$ cat src/rtl/ctl_edge_pkg.sv
package ctl_edge_pkg;
  localparam int CTL_W   = 8;
  localparam int CFG_W   = 6;
  localparam int NLINES  = 2;
  localparam int WARMUP  = 2;  // samples needed before a comparison is trusted

  localparam int B_EN_P  = 0;
  localparam int B_POL_P = 1;
  localparam int B_EN_S  = 3;
  localparam int B_POL_S = 4;
  localparam int B_DIR_S = 5;
  localparam int B_FLG_S = 6;
  localparam int B_FLG_P = 7;

  localparam int L_P = 0;
  localparam int L_S = 1;

  typedef enum logic {
    POL_FALL = 1'b0,
    POL_RISE = 1'b1
  } edge_pol_e;
endpackage

$ cat src/rtl/edge_det.sv
module edge_det
  import ctl_edge_pkg::*;
#(
  parameter int WARM = WARMUP
) (
  input  logic clk_i,
  input  logic rst_ni,
  input  logic line_i,
  input  logic pol_i,
  input  logic arm_i,
  output logic hit_o
);
  logic            cur_q, prev_q;
  logic [WARM-1:0] vld_q;
  edge_pol_e       pol;

  always_ff @(posedge clk_i or negedge rst_ni) begin
    if (!rst_ni) begin
      cur_q  <= 1'b0;
      prev_q <= 1'b0;
      vld_q  <= '0;
    end else begin
      cur_q  <= line_i;
      prev_q <= cur_q;
      vld_q  <= {vld_q[WARM-2:0], 1'b1};
    end
  end

  always_comb begin
    pol   = edge_pol_e'(pol_i);
    hit_o = 1'b0;
    if (vld_q[WARM-1] && arm_i) begin
      unique case (pol)
        POL_RISE: hit_o = cur_q & ~prev_q;
        POL_FALL: hit_o = ~cur_q & prev_q;
        default:  hit_o = 1'b0;
      endcase
    end
  end
endmodule

$ cat src/rtl/irq_flag.sv
module irq_flag (
  input  logic clk_i,
  input  logic rst_ni,
  input  logic set_i,
  input  logic clr_i,
  output logic flag_o
);
  // set wins over a simultaneous clear
  always_ff @(posedge clk_i or negedge rst_ni) begin
    if (!rst_ni) flag_o <= 1'b0;
    else         flag_o <= set_i | (flag_o & ~clr_i);
  end
endmodule

$ cat src/rtl/ctl_cfg_reg.sv
module ctl_cfg_reg
  import ctl_edge_pkg::*;
(
  input  logic             clk_i,
  input  logic             rst_ni,
  input  logic             wr_i,
  input  logic [CFG_W-1:0] wdata_i,
  output logic [CFG_W-1:0] cfg_o
);
  always_ff @(posedge clk_i or negedge rst_ni) begin
    if (!rst_ni)   cfg_o <= '0;
    else if (wr_i) cfg_o <= wdata_i;
  end
endmodule

$ cat src/rtl/ctl_edge_irq.sv
module ctl_edge_irq
  import ctl_edge_pkg::*;
(
  input  logic             clk_i,
  input  logic             rst_ni,
  input  logic             ctl_wr_i,
  input  logic [CFG_W-1:0] ctl_wdata_i,
  input  logic             port_rd_i,
  input  logic             line_p_i,
  input  logic             line_s_i,
  output logic [CTL_W-1:0] ctl_rdata_o,
  output logic             irq_no
);
  logic [CFG_W-1:0]  cfg;
  logic [NLINES-1:0] line_vec, pol_vec, arm_vec, hit_vec, flag_vec;
  logic              req_p, req_s;

  ctl_cfg_reg u_cfg (
    .clk_i   (clk_i),
    .rst_ni  (rst_ni),
    .wr_i    (ctl_wr_i),
    .wdata_i (ctl_wdata_i),
    .cfg_o   (cfg)
  );

  assign line_vec[L_P] = line_p_i;
  assign line_vec[L_S] = line_s_i;
  assign pol_vec[L_P]  = cfg[B_POL_P];
  assign pol_vec[L_S]  = cfg[B_POL_S];
  assign arm_vec[L_P]  = 1'b1;
  assign arm_vec[L_S]  = ~cfg[B_DIR_S];  // output mode disables detection

  for (genvar i = 0; i < NLINES; i++) begin : g_line
    edge_det u_det (
      .clk_i  (clk_i),
      .rst_ni (rst_ni),
      .line_i (line_vec[i]),
      .pol_i  (pol_vec[i]),
      .arm_i  (arm_vec[i]),
      .hit_o  (hit_vec[i])
    );
    irq_flag u_flag (
      .clk_i  (clk_i),
      .rst_ni (rst_ni),
      .set_i  (hit_vec[i]),
      .clr_i  (port_rd_i),
      .flag_o (flag_vec[i])
    );
  end

  assign req_p = flag_vec[L_P] & cfg[B_EN_P];
  assign req_s = flag_vec[L_S] & cfg[B_EN_S] & ~cfg[B_DIR_S];

  assign ctl_rdata_o = {flag_vec[L_P], flag_vec[L_S], cfg};
  assign irq_no      = ~(req_p | req_s);
endmodule

$ cat config.mk
export PLATFORM = sky130hd
export DESIGN_NAME = ctl_edge_irq
export DESIGN_NICKNAME = d
export VERILOG_FILES = /design/src/rtl/ctl_edge_pkg.sv /design/src/rtl/edge_det.sv /design/src/rtl/irq_flag.sv /design/src/rtl/ctl_cfg_reg.sv /design/src/rtl/ctl_edge_irq.sv
export SDC_FILE = /design/constraint.sdc
export NUM_CORES = 1
export LEC_CHECK = 0
export ABC_AREA = 1
export ABC_CLOCK_PERIOD_IN_PS = 900
export BUFFER_PORTS_ARGS = -buffer_cell sky130_fd_sc_hd__buf_2
export CORE_AREA = 5 5 42 44
export DETAILED_ROUTE_END_ITERATION = 7
export DIE_AREA = 0 0 47 49
export GPL_TIMING_DRIVEN = 0
export PLACE_DENSITY = 0.71
export RECOVER_POWER = 25
export SETUP_SLACK_MARGIN = 0.5
export SLEW_MARGIN = 20
export SYNTH_ARGS = -nofsm -noshare
export SYNTH_HDL_FRONTEND = slang
export SYNTH_SLANG_ARGS = --single-unit
$ cat constraint.sdc
create_clock -name clk_i -period 0.9 [get_ports clk_i]
set_input_delay 0.045 -clock clk_i [delete_from_list [all_inputs] [get_ports clk_i]]
set_output_delay 0.045 -clock clk_i [all_outputs]
set_load 0.02 [all_outputs]
# == Yosys cells after proc, flatten, opt, wreduce, memory -nomap -nowiden ==
# Index checks and enable logic that the tools add are counted.
# classes
muxes,4
bitwise,21
n_reduce_logical,1
# op_table
cell,count
1-bit bitwise AND,9
1-bit NOT,9
1-bit one-hot mux with 2 select lines,2
1-bit bitwise OR,3
1-bit two-way mux,2
1-bit logical AND,1
# totals
ff_bits,16
input_bits,12
out_inout_bits,9
word_cells,35

# == Longest topological paths before layout ==
# Gate-level depths: netlist of the first run.
# depth
ltp_word,5
ltp_mapped,5
mapped_depth_nobuf,5

# == Modules after synthesis ==
# Synthesis of the first run repeated with hierarchy kept, for this count alone.
# hier_totals
hier_cells,66
hier_area_um2,603.1
# modules_own_cells
module,n_inst,cells_each,area_each_um2
edge_det,2,12,137.6
ctl_cfg_reg,1,25,221.5
irq_flag,2,5,40.0
ctl_edge_irq,1,7,26.3

# == Least setup slack after synthesis of the first run ==
# No wires, ideal clock.
# synth_path
path_type,register -> output
startpoint,register u_cfg.cfg_o[3]
endpoint,output irq_no
arrival_ns,0.934
slack_ns,-0.079
path_stages_with_launch,4
n_path_buf,0
cell_sequence,dfrtp_1 -> inv_1 -> nor2_1 -> a22oi_1
# synth_via
elab_chain_len,4
# synth_lines
item,line_no,rtl
from (decl),ctl_cfg_reg.sv:8,output logic [CFG_W-1:0] cfg_o
from (signal assigned),ctl_cfg_reg.sv:12,else if (wr_i) cfg_o <= wdata_i;
1-bit bitwise AND (2 in series),ctl_edge_irq.sv:52,assign req_s = flag_vec[L_S] & cfg[B_EN_S] & ~cfg[B_DIR_S];
1-bit bitwise OR,ctl_edge_irq.sv:55,assign irq_no = ~(req_p | req_s);
1-bit NOT,ctl_edge_irq.sv:55,
to (decl),ctl_edge_irq.sv:12,output logic irq_no
# No other way between the ends.

# == Final worst setup path of the first run ==
# Same ends and word-level chain as after synthesis.

==> impl_metrics.json, run 1 <==
{
  "status": "finished with violations",
  "violations": "hold timing, setup timing",
  "final_cell_mix": "buf_6 (17), nand2_1 (12), dfrtp_1 (10), buf_2 (10), inv_1 (5)",
  "grt_usage": 0.129,
  "min_path_type": "input port to async pin",
  "hold_viol_final": 20,
  "r2r_cells": 2,
  "cts.sinks": 14,
  "layout.nets": 94,
  "cts_htree_levels": 1,
  "whs_ps": -203,
  "synth_top_area_share": 0.615,
  "die_w_um": 47,
  "synth_area_um2": 569,
  "synth_nets": 64,
  "cts_tree": "done",
  "synth_area_leader_cell": "dfrtp_1",
  "fin_crit_sh": 1.23,
  "port_buffers": 19,
  "n_antenna_cell": 0,
  "dp_hpwl_um": 722,
  "avgViaCountPerCell": 4.38,
  "cp_max_fo": 2,
  "syn2layout_area_growth_pct": 52.5,
  "grt_pass1_vias": 479,
  "ctsRootBufferMaster": "clkbuf_4",
  "synth.area.top_cells": "dfrtp_1 (62%), mux2_4 (11%), nand2_1 (8.6%)",
  "grt_max_degree": 15,
  "first_pass_iters": 2,
  "powerDensity_mw_per_mm2": 1670,
  "layout-drive-gt1-share": 0.613,
  "antenna_found_initial": 0,
  "r2r_setup_slack_ps": -30,
  "drt-wirelength-per-cell_um": 12.4,
  "yosys.cell_types.count": 11,
  "crit_path_end_kind": "output pin",
  "setup.worst_path.start_class": "flip-flop",
  "dp_slack_ps": 50.9,
  "relSlewSlack": 0.509,
  "multi_input_area_um2": 181,
  "dr.first_iter.drc_count": 2,
  "drtAntennaViolNets": 0,
  "final_common_cell": "buf_6",
  "finalWirelength_um": 1190,
  "num_io_pins": 21,
  "cts_made_buffers": 3,
  "crit_required_ps": 850,
  "row_count": 14,
  "dieHeight_um": 49,
  "syn_avg_cell_area_um2": 10.9,
  "clkTransAtPathRegs_ps": 80,
  "grt_setup_unrepaired": "yes",
  "fin_crit_ps": 1110,
  "yosysWarningCount": 0,
  "drc": 0,
  "routed-via-count": 420,
  "seqCellArea_um2": 355,
  "setup_tns_ps": -697,
  "fillers": 122,
  "r2r-end": "u_cfg.cfg_o[5]$_DFFE_PN0P_",
  "fin_ws_ps": -211,
  "yosysSeqAreaShare": 0.615,
  "netlist_instances": 52,
  "clockBufferDepth": 2,
  "place.gp.congestion": 0.653,
  "ys_ff_latch": 14,
  "slew_viol_final": 0,
  "clk_latency_ps": 280,
  "cap_violations": 0,
  "p_total_w": 0.00145,
  "ir_drop_v": 0.00130,
  "fmax_mhz": 900,
  "setup_viol": 10,
  "reg2reg_from": "u_cfg.cfg_o[5]$_DFFE_PN0P_",
  "criticalPathCategory": "flip-flop to output pin",
  "dieArea_mm2": 0.00230,
  "initial_utilization": 0.406,
  "post-route-util": 0.620,
  "worst-endpoint-arrival_ps": 1070,
  "grt_pass1_wl_um": 1980,
  "p_leak_nw": 0.454,
  "fp.coreArea_mm2": 0.00140,
  "worst_slew_pin_slew_ps": 736,
  "gr-total-overflow": 0,
  "clock_skew_ps": 2.59
}
cells by family after synthesis:
kind of cell           Yosys count  synth area share
AND/OR/NAND/NOR                 18             0.123
flip-flops                      14             0.615
buffers and inverters           12             0.119
multiplexers                     4             0.105
AO/OA/AOI/OAI                    3            0.0308
other                            1           0.00659
per-stage QoR:
step / instances / area [um2] / hold slack [ps]
CTS: 94 / 826 / -350
detailed placement: 87 / 709 / -49.8
global placement: 87 / 709 / -52.9
finish: 96 / 868 / -203
floorplan: 52 / 594 / -251
global route: 96 / 868 / -145
worst max path at each step:
stage | slack, ps | cells after the start | end | startpoint
final | -210 | 4 | irq_no | u_cfg.cfg_o[3]$_DFFE_PN0P_
after global routing | -280 | 4 | irq_no | u_cfg.cfg_o[3]$_DFFE_PN0P_
after CTS | -210 | 4 | irq_no | u_cfg.cfg_o[3]$_DFFE_PN0P_
after detailed placement | 50 | 4 | irq_no | u_cfg.cfg_o[3]$_DFFE_PN0P_
after global placement | 50 | 4 | irq_no | u_cfg.cfg_o[3]$_DFFE_PN0P_
after floorplan | 50 | 3 | irq_no | u_cfg.cfg_o[3]$_DFFE_PN0P_
critical path: stages, from the launching register on:
cell and delay, ps:
dfrtp_2 410, inv_2 70, nor2_2 40, a22oi_2 130, buf_6 140
registers in the layout, summed over array words and instances, names as in the netlist:
register / count
g_line.u_det.vld_q: 2
g_line.u_flag.flag_o: 2
g_line.u_det.cur_q: 2
g_line.u_det.prev_q: 2
u_cfg.cfg_o: 6
synth_stat cells:
| cell type | number |
|---|---|
| a22oi_1 | 1 |
| conb_1 | 1 |
| mux2_4 | 4 |
| nand2_1 | 13 |
| buf_4 | 4 |
| nand3_1 | 2 |
| buf_6 | 1 |
| o21ai_0 | 2 |
| dfrtp_1 | 14 |
| nor2_1 | 3 |
| inv_1 | 7 |
per-layer routing:
metal | wire length, um | vias to the layer above | track usage
met2 | 610 | 16 | 0.206
met4 | 46 | 0 | 0.111
met3 | 81 | 4 | 0.0369
met1 | 450 | 191 | 0.128
met5 | 0 | - | 0
li1 | - | 209 | -
power breakdown:
part,leakage [nW],internal [W],switching [W]
registers,0.163,0.000682,0.0000445
logic,0.278,0.000218,0.000160
clock network,0.0138,0.000155,0.000194
timing repair:
item,4_1_cts,5_1_grt
pin swaps,4,0
endpoints found under the setup margin,20,20
hold endpoints to repair,21,22
gates resized for setup,22,8
buffers inserted,4,2
layout make-up:
cell class | instances | share of cell area
Buffer | 5 | 0.0648
Clock buffer | 3 | 0.0259
Inverter | 7 | 0.0331
Multi-Input combinational cell | 26 | 0.209
Sequential cell | 14 | 0.409
Tap cell | 16 | 0.0231
Timing Repair Buffer | 25 | 0.235
(Power assumes the default switching activity.)
==> inputs of run 2 (changes only) <==
SKIP_CTS_REPAIR_TIMING = 1   (was default)
==> run 2 against run 1 <==
  * The run still ends with hold timing, setup timing left
  * Critical path depth is the same
  * Via count decreased by 5.0%
  * Critical endpoint unchanged
  * Non-clock buffer count down 4
  * Clock skew is 2.6 ps higher
  * Largest power group unchanged
  * Combinational power shrank 16%
==> impl_metrics.json, run 2 (synthesized netlist as in run 1, its figures left out) <==
{
  "num_io_pins": 21,
  "finalWirelength_um": 965,
  "clockBufferDepth": 2,
  "crit_required_ps": 850,
  "avgViaCountPerCell": 4.34,
  "powerDensity_mw_per_mm2": 1720,
  "grt_pass1_vias": 392,
  "cts_made_buffers": 3,
  "fin_crit_sh": 1.22,
  "port_buffers": 19,
  "final_cell_mix": "nand2_1 (13), buf_6 (12), dfrtp_1 (10), buf_2 (10), inv_1 (5)",
  "die_w_um": 47,
  "drt-wirelength-per-cell_um": 10.5,
  "layout.nets": 90,
  "fp.coreArea_mm2": 0.00140,
  "grt_setup_unrepaired": "yes",
  "crit_path_end_kind": "output pin",
  "cp_num_buf_inv": 2,
  "gr-total-overflow": 0,
  "reg2reg_from": "u_cfg.cfg_o[1]$_DFFE_PN0P_",
  "fin_crit_ps": 1090,
  "dieHeight_um": 49,
  "fin_ws_ps": -195,
  "grt_usage": 0.101,
  "status": "finished with violations",
  "slew_viol_final": 0,
  "p_sw_w": 0.000354,
  "seq_power_share": 0.530,
  "crit_slowest_cell": "dfrtp_2",
  "cts.sinks": 14,
  "final_common_cell": "nand2_1",
  "initial_utilization": 0.406,
  "hold_viol_final": 18,
  "r2r_cells": 2,
  "cts_tree": "done",
  "antenna_found_initial": 0,
  "grt_max_degree": 15,
  "clkTransAtPathRegs_ps": 70,
  "fillers": 129,
  "relSlewSlack": 0.528,
  "cp_max_fo": 2,
  "routed-via-count": 399,
  "worst-endpoint-arrival_ps": 1050,
  "dp_hpwl_um": 722,
  "setup_viol": 8,
  "clk_latency_ps": 270,
  "dr.first_iter.drc_count": 3,
  "drc": 0,
  "syn2layout_area_growth_pct": 40.2,
  "drtAntennaViolNets": 0,
  "path_cells": "inv_2 > nor2_2 > a22oi_2 > buf_4",
  "critPathLaunch": "u_cfg.cfg_o[3]$_DFFE_PN0P_",
  "switching_share": 0.258,
  "ctsRootBufferMaster": "clkbuf_4",
  "layout-drive-gt1-share": 0.539,
  "clock_skew_ps": 5.21,
  "criticalPathCategory": "flip-flop to output pin",
  "fmax_mhz": 913,
  "top_register": "u_cfg.cfg_o",
  "largest_reg_flops": 6,
  "whs_ps": -210,
  "row_count": 14,
  "dieArea_mm2": 0.00230,
  "ir_drop_v": 0.00113,
  "violations": "hold timing, setup timing",
  "cap_violations": 0,
  "p_leak_nw": 0.425,
  "setup.worst_path.start_class": "flip-flop",
  "crit_family": "flip-flops",
  "r2r_setup_slack_ps": -40,
  "internal-power_w": 0.00102,
  "grt_pass1_wl_um": 1570,
  "n_antenna_cell": 0,
  "combPwrFrac": 0.231,
  "cts_htree_levels": 1,
  "worst_slew_pin_slew_ps": 709,
  "r2r-end": "u_cfg.cfg_o[1]$_DFFE_PN0P_",
  "critPathMaxStageDelay_ps": 410,
  "min_path_type": "input port to async pin",
  "clkPwrFrac": 0.240,
  "first_pass_iters": 2,
  "dp_slack_ps": 50.9,
  "place.gp.congestion": 0.653
}
[run 2: cell types whose count changed in the layout (fill, tap and decap cells not counted), sizes merged]
cell and delta:
buf -4
[run 2: area by class of cell]
cell class / count / area (um2) / area share
timing repair buffer: 21 / 155 / 0.194
buffer: 5 / 56.3 / 0.0705
clock buffer: 3 / 22.5 / 0.0282
tap: 16 / 20.0 / 0.0251
inverter: 7 / 26.3 / 0.0329
multi-input combinational: 26 / 163 / 0.204
sequential: 14 / 355 / 0.445
[run 2: stage by stage]
step                       util  cells  power [W]  TNS [ps]  instance area [um2]
after CTS                 0.522     90    0.00132      -722                  732
after floorplan               -     52   0.000901         0                  594
after global placement    0.506     87   0.000983         0                  709
after global routing      0.570     92    0.00145      -986                  798
final                     0.570     92    0.00137      -664                  798
after detailed placement  0.506     87   0.000990         0                  709
[run 2: power by group through the flow]
stage          clock network, W  registers, W  logic [W]
4_1_cts                0.000347      0.000724   0.000254
6_report               0.000328      0.000725   0.000316
3_5_place_dp                  0      0.000736   0.000254
2_1_floorplan                 0      0.000752   0.000149
5_1_grt                0.000374      0.000733   0.000343
3_3_place_gp                  0      0.000734   0.000249
[run 2: worst max-delay path by stage]
stage          slack, ps  cells after the start  endpoint
2_1_floorplan         50                      3    irq_no
3_3_place_gp          50                      4    irq_no
3_5_place_dp          50                      4    irq_no
4_1_cts             -260                      4    irq_no
5_1_grt             -270                      4    irq_no
6_report            -190                      4    irq_no
[run 2: layer usage]
layer	share of wire	GRT usage
met4	0.048	0.0968
met2	0.44	0.133
met5	0	0
met3	0.10	0.0332
met1	0.40	0.119
==> inputs of run 3 (changes only) <==
--- a/config.mk
+++ b/config.mk
@@ -9,9 +9,11 @@
 export ABC_CLOCK_PERIOD_IN_PS = 900
 export BUFFER_PORTS_ARGS = -buffer_cell sky130_fd_sc_hd__buf_2
-export CORE_AREA = 5 5 42 44
+export CELL_PAD_IN_SITES_DETAIL_PLACEMENT = 1
+export CELL_PAD_IN_SITES_GLOBAL_PLACEMENT = 1
+export CORE_MARGIN = 5
+export CORE_UTILIZATION = 34
 export DETAILED_ROUTE_END_ITERATION = 7
-export DIE_AREA = 0 0 47 49
 export GPL_TIMING_DRIVEN = 0
-export PLACE_DENSITY = 0.71
+export PLACE_DENSITY_LB_ADDON = 0.1
 export RECOVER_POWER = 25
 export SETUP_SLACK_MARGIN = 0.5
==> constraint.sdc (replaced) <==
create_clock -name clk_i -period 0.9 [get_ports clk_i]
set_input_delay 0.045 -clock clk_i [delete_from_list [all_inputs] [get_ports clk_i]]
set_output_delay 0.045 -clock clk_i [all_outputs]
set_load 0.05 [all_outputs]
==> run 3 against run 2 <==
  * The flow still finishes with violations (hold timing, setup timing)
  * Largest power group unchanged
  * Count of clock-buffer cells in the layout unchanged
  * Cell count rose by 4.3%
  * Critical endpoint unchanged
  * Wire length up 38%
==> impl_metrics.json, run 3 (synthesized netlist as in run 1, its figures left out) <==
{
  "status": "finished with violations",
  "violations": "hold timing, setup timing",
  "final_cell_mix": "buf_6 (13), nand2_1 (12), dfrtp_1 (10), buf_2 (10), inv_1 (5)",
  "seqCellArea_um2": 355,
  "setup_viol": 10,
  "grt_pass1_wl_um": 2070,
  "critPathMaxStageDelay_ps": 410,
  "row_count": 14,
  "fin_crit_ps": 1160,
  "grt_setup_unrepaired": "yes",
  "relSlewSlack": 0.487,
  "setup.worst_path.start_class": "flip-flop",
  "fin_ws_ps": -258,
  "dieArea_mm2": 0.00259,
  "drc": 0,
  "final_common_cell": "buf_6",
  "n_antenna_cell": 0,
  "fmax_mhz": 864,
  "ctsRootBufferMaster": "clkbuf_4",
  "powerDensity_mw_per_mm2": 1800,
  "routed-via-count": 435,
  "initial_utilization": 0.369,
  "port_buffers": 19,
  "grt_pass1_vias": 463,
  "reg2reg_from": "u_cfg.cfg_o[5]$_DFFE_PN0P_",
  "fin_crit_sh": 1.29,
  "dr.first_iter.drc_count": 2,
  "dp_hpwl_um": 944,
  "drt-wirelength-per-cell_um": 13.9,
  "finalWirelength_um": 1330,
  "die_w_um": 50.9,
  "hold_viol_final": 20,
  "crit_required_ps": 850,
  "clkTransAtPathRegs_ps": 80,
  "cap_violations": 0,
  "worst_slew_pin_slew_ps": 769,
  "r2r_cells": 2,
  "clock_skew_ps": 0.289,
  "combPwrFrac": 0.309,
  "whs_ps": -193,
  "multi_input_area_um2": 173,
  "avgViaCountPerCell": 4.53,
  "stdcell_area_um2": 865,
  "crit_slowest_cell": "dfrtp_2",
  "clkPwrFrac": 0.224,
  "layout.nets": 94,
  "first_pass_iters": 3,
  "fp.coreArea_mm2": 0.00154,
  "worst-endpoint-arrival_ps": 1110,
  "dp_slack_ps": -38.7,
  "cts_tree": "done",
  "post-route-util": 0.561,
  "path_cells": "inv_2 > nor2_2 > a22oi_2 > buf_6",
  "post-place-cells": 87,
  "cts.sinks": 14,
  "cp_max_fo": 2,
  "cts_made_buffers": 3,
  "crit_path_end_kind": "output pin",
  "layout-drive-gt1-share": 0.600,
  "internal-power_w": 0.00106,
  "fillers": 173,
  "final_cell_count_no_fill": 96,
  "switching_share": 0.317,
  "p_sw_w": 0.000493,
  "critPathLaunch": "u_cfg.cfg_o[3]$_DFFE_PN0P_",
  "top_register": "u_cfg.cfg_o",
  "slew_viol_final": 0,
  "grt_max_degree": 15,
  "largest_reg_flops": 6,
  "grt_usage": 0.111,
  "gr-total-overflow": 0,
  "criticalPathCategory": "flip-flop to output pin",
  "r2r-end": "u_cfg.cfg_o[5]$_DFFE_PN0P_",
  "antenna_found_initial": 0,
  "seq_power_share": 0.467,
  "ir_drop_v": 0.00105,
  "clk_latency_ps": 280,
  "cts_htree_levels": 1,
  "dieHeight_um": 50.9,
  "place_area_um2": 712,
  "drtAntennaViolNets": 0,
  "p_leak_nw": 0.455,
  "clockBufferDepth": 2,
  "num_io_pins": 21,
  "r2r_setup_slack_ps": -40,
  "min_path_type": "input port to async pin",
  "syn2layout_area_growth_pct": 51.9,
  "place.gp.congestion": 0.626
}
run 3: final cells by class:
cell class	count	area share
Tap cell	16	0.0232
Multi-Input combinational cell	26	0.200
Timing Repair Buffer	25	0.245
Inverter	7	0.0304
Clock buffer	3	0.0260
Buffer	5	0.0651
Sequential cell	14	0.411
run 3: worst max path at each step:
stage	slack, ps	to
floorplan	-280	irq_no
global placement	-40	irq_no
detailed placement	-40	irq_no
CTS	-350	irq_no
global route	-330	irq_no
finish	-260	irq_no
run 3: power groups by stage:
| stage | Combinational, W | Sequential, W | Clock, W |
|---|---|---|---|
| floorplan | 0.000206 | 0.000793 | 0 |
| global placement | 0.000352 | 0.000734 | 0 |
| detailed placement | 0.000358 | 0.000737 | 0 |
| CTS | 0.000360 | 0.000725 | 0.000361 |
| global route | 0.000510 | 0.000735 | 0.000390 |
| finish | 0.000480 | 0.000727 | 0.000348 |
run 3: worst max-delay path, delay by kind of cell, from the launching register on:
family | cells | cell delay (ps)
and+or+nand+nor | 1 | 40
AOI/OAI and AO/OA | 1 | 140
buffers and inverters | 2 | 240
DFF | 1 | 410
run 3: per-stage QoR:
step / TNS [ps] / power, W
finish: -957 / 0.00156
global route: -1370 / 0.00164
CTS: -1370 / 0.00145
detailed placement: -38.7 / 0.00110
global placement: -40.6 / 0.00109
floorplan: -338 / 0.00100
run 3: routing by layer:
| metal | vias to the layer above | wire (um) | share of wire | track usage |
|---|---|---|---|---|
| li1 | 211 | - | - | - |
| met3 | 5 | 77 | 0.058 | 0.0378 |
| met1 | 203 | 516 | 0.39 | 0.128 |
| met4 | 0 | 34 | 0.026 | 0.0638 |
| met2 | 16 | 703 | 0.53 | 0.178 |
| met5 | - | 0 | 0 | 0 |
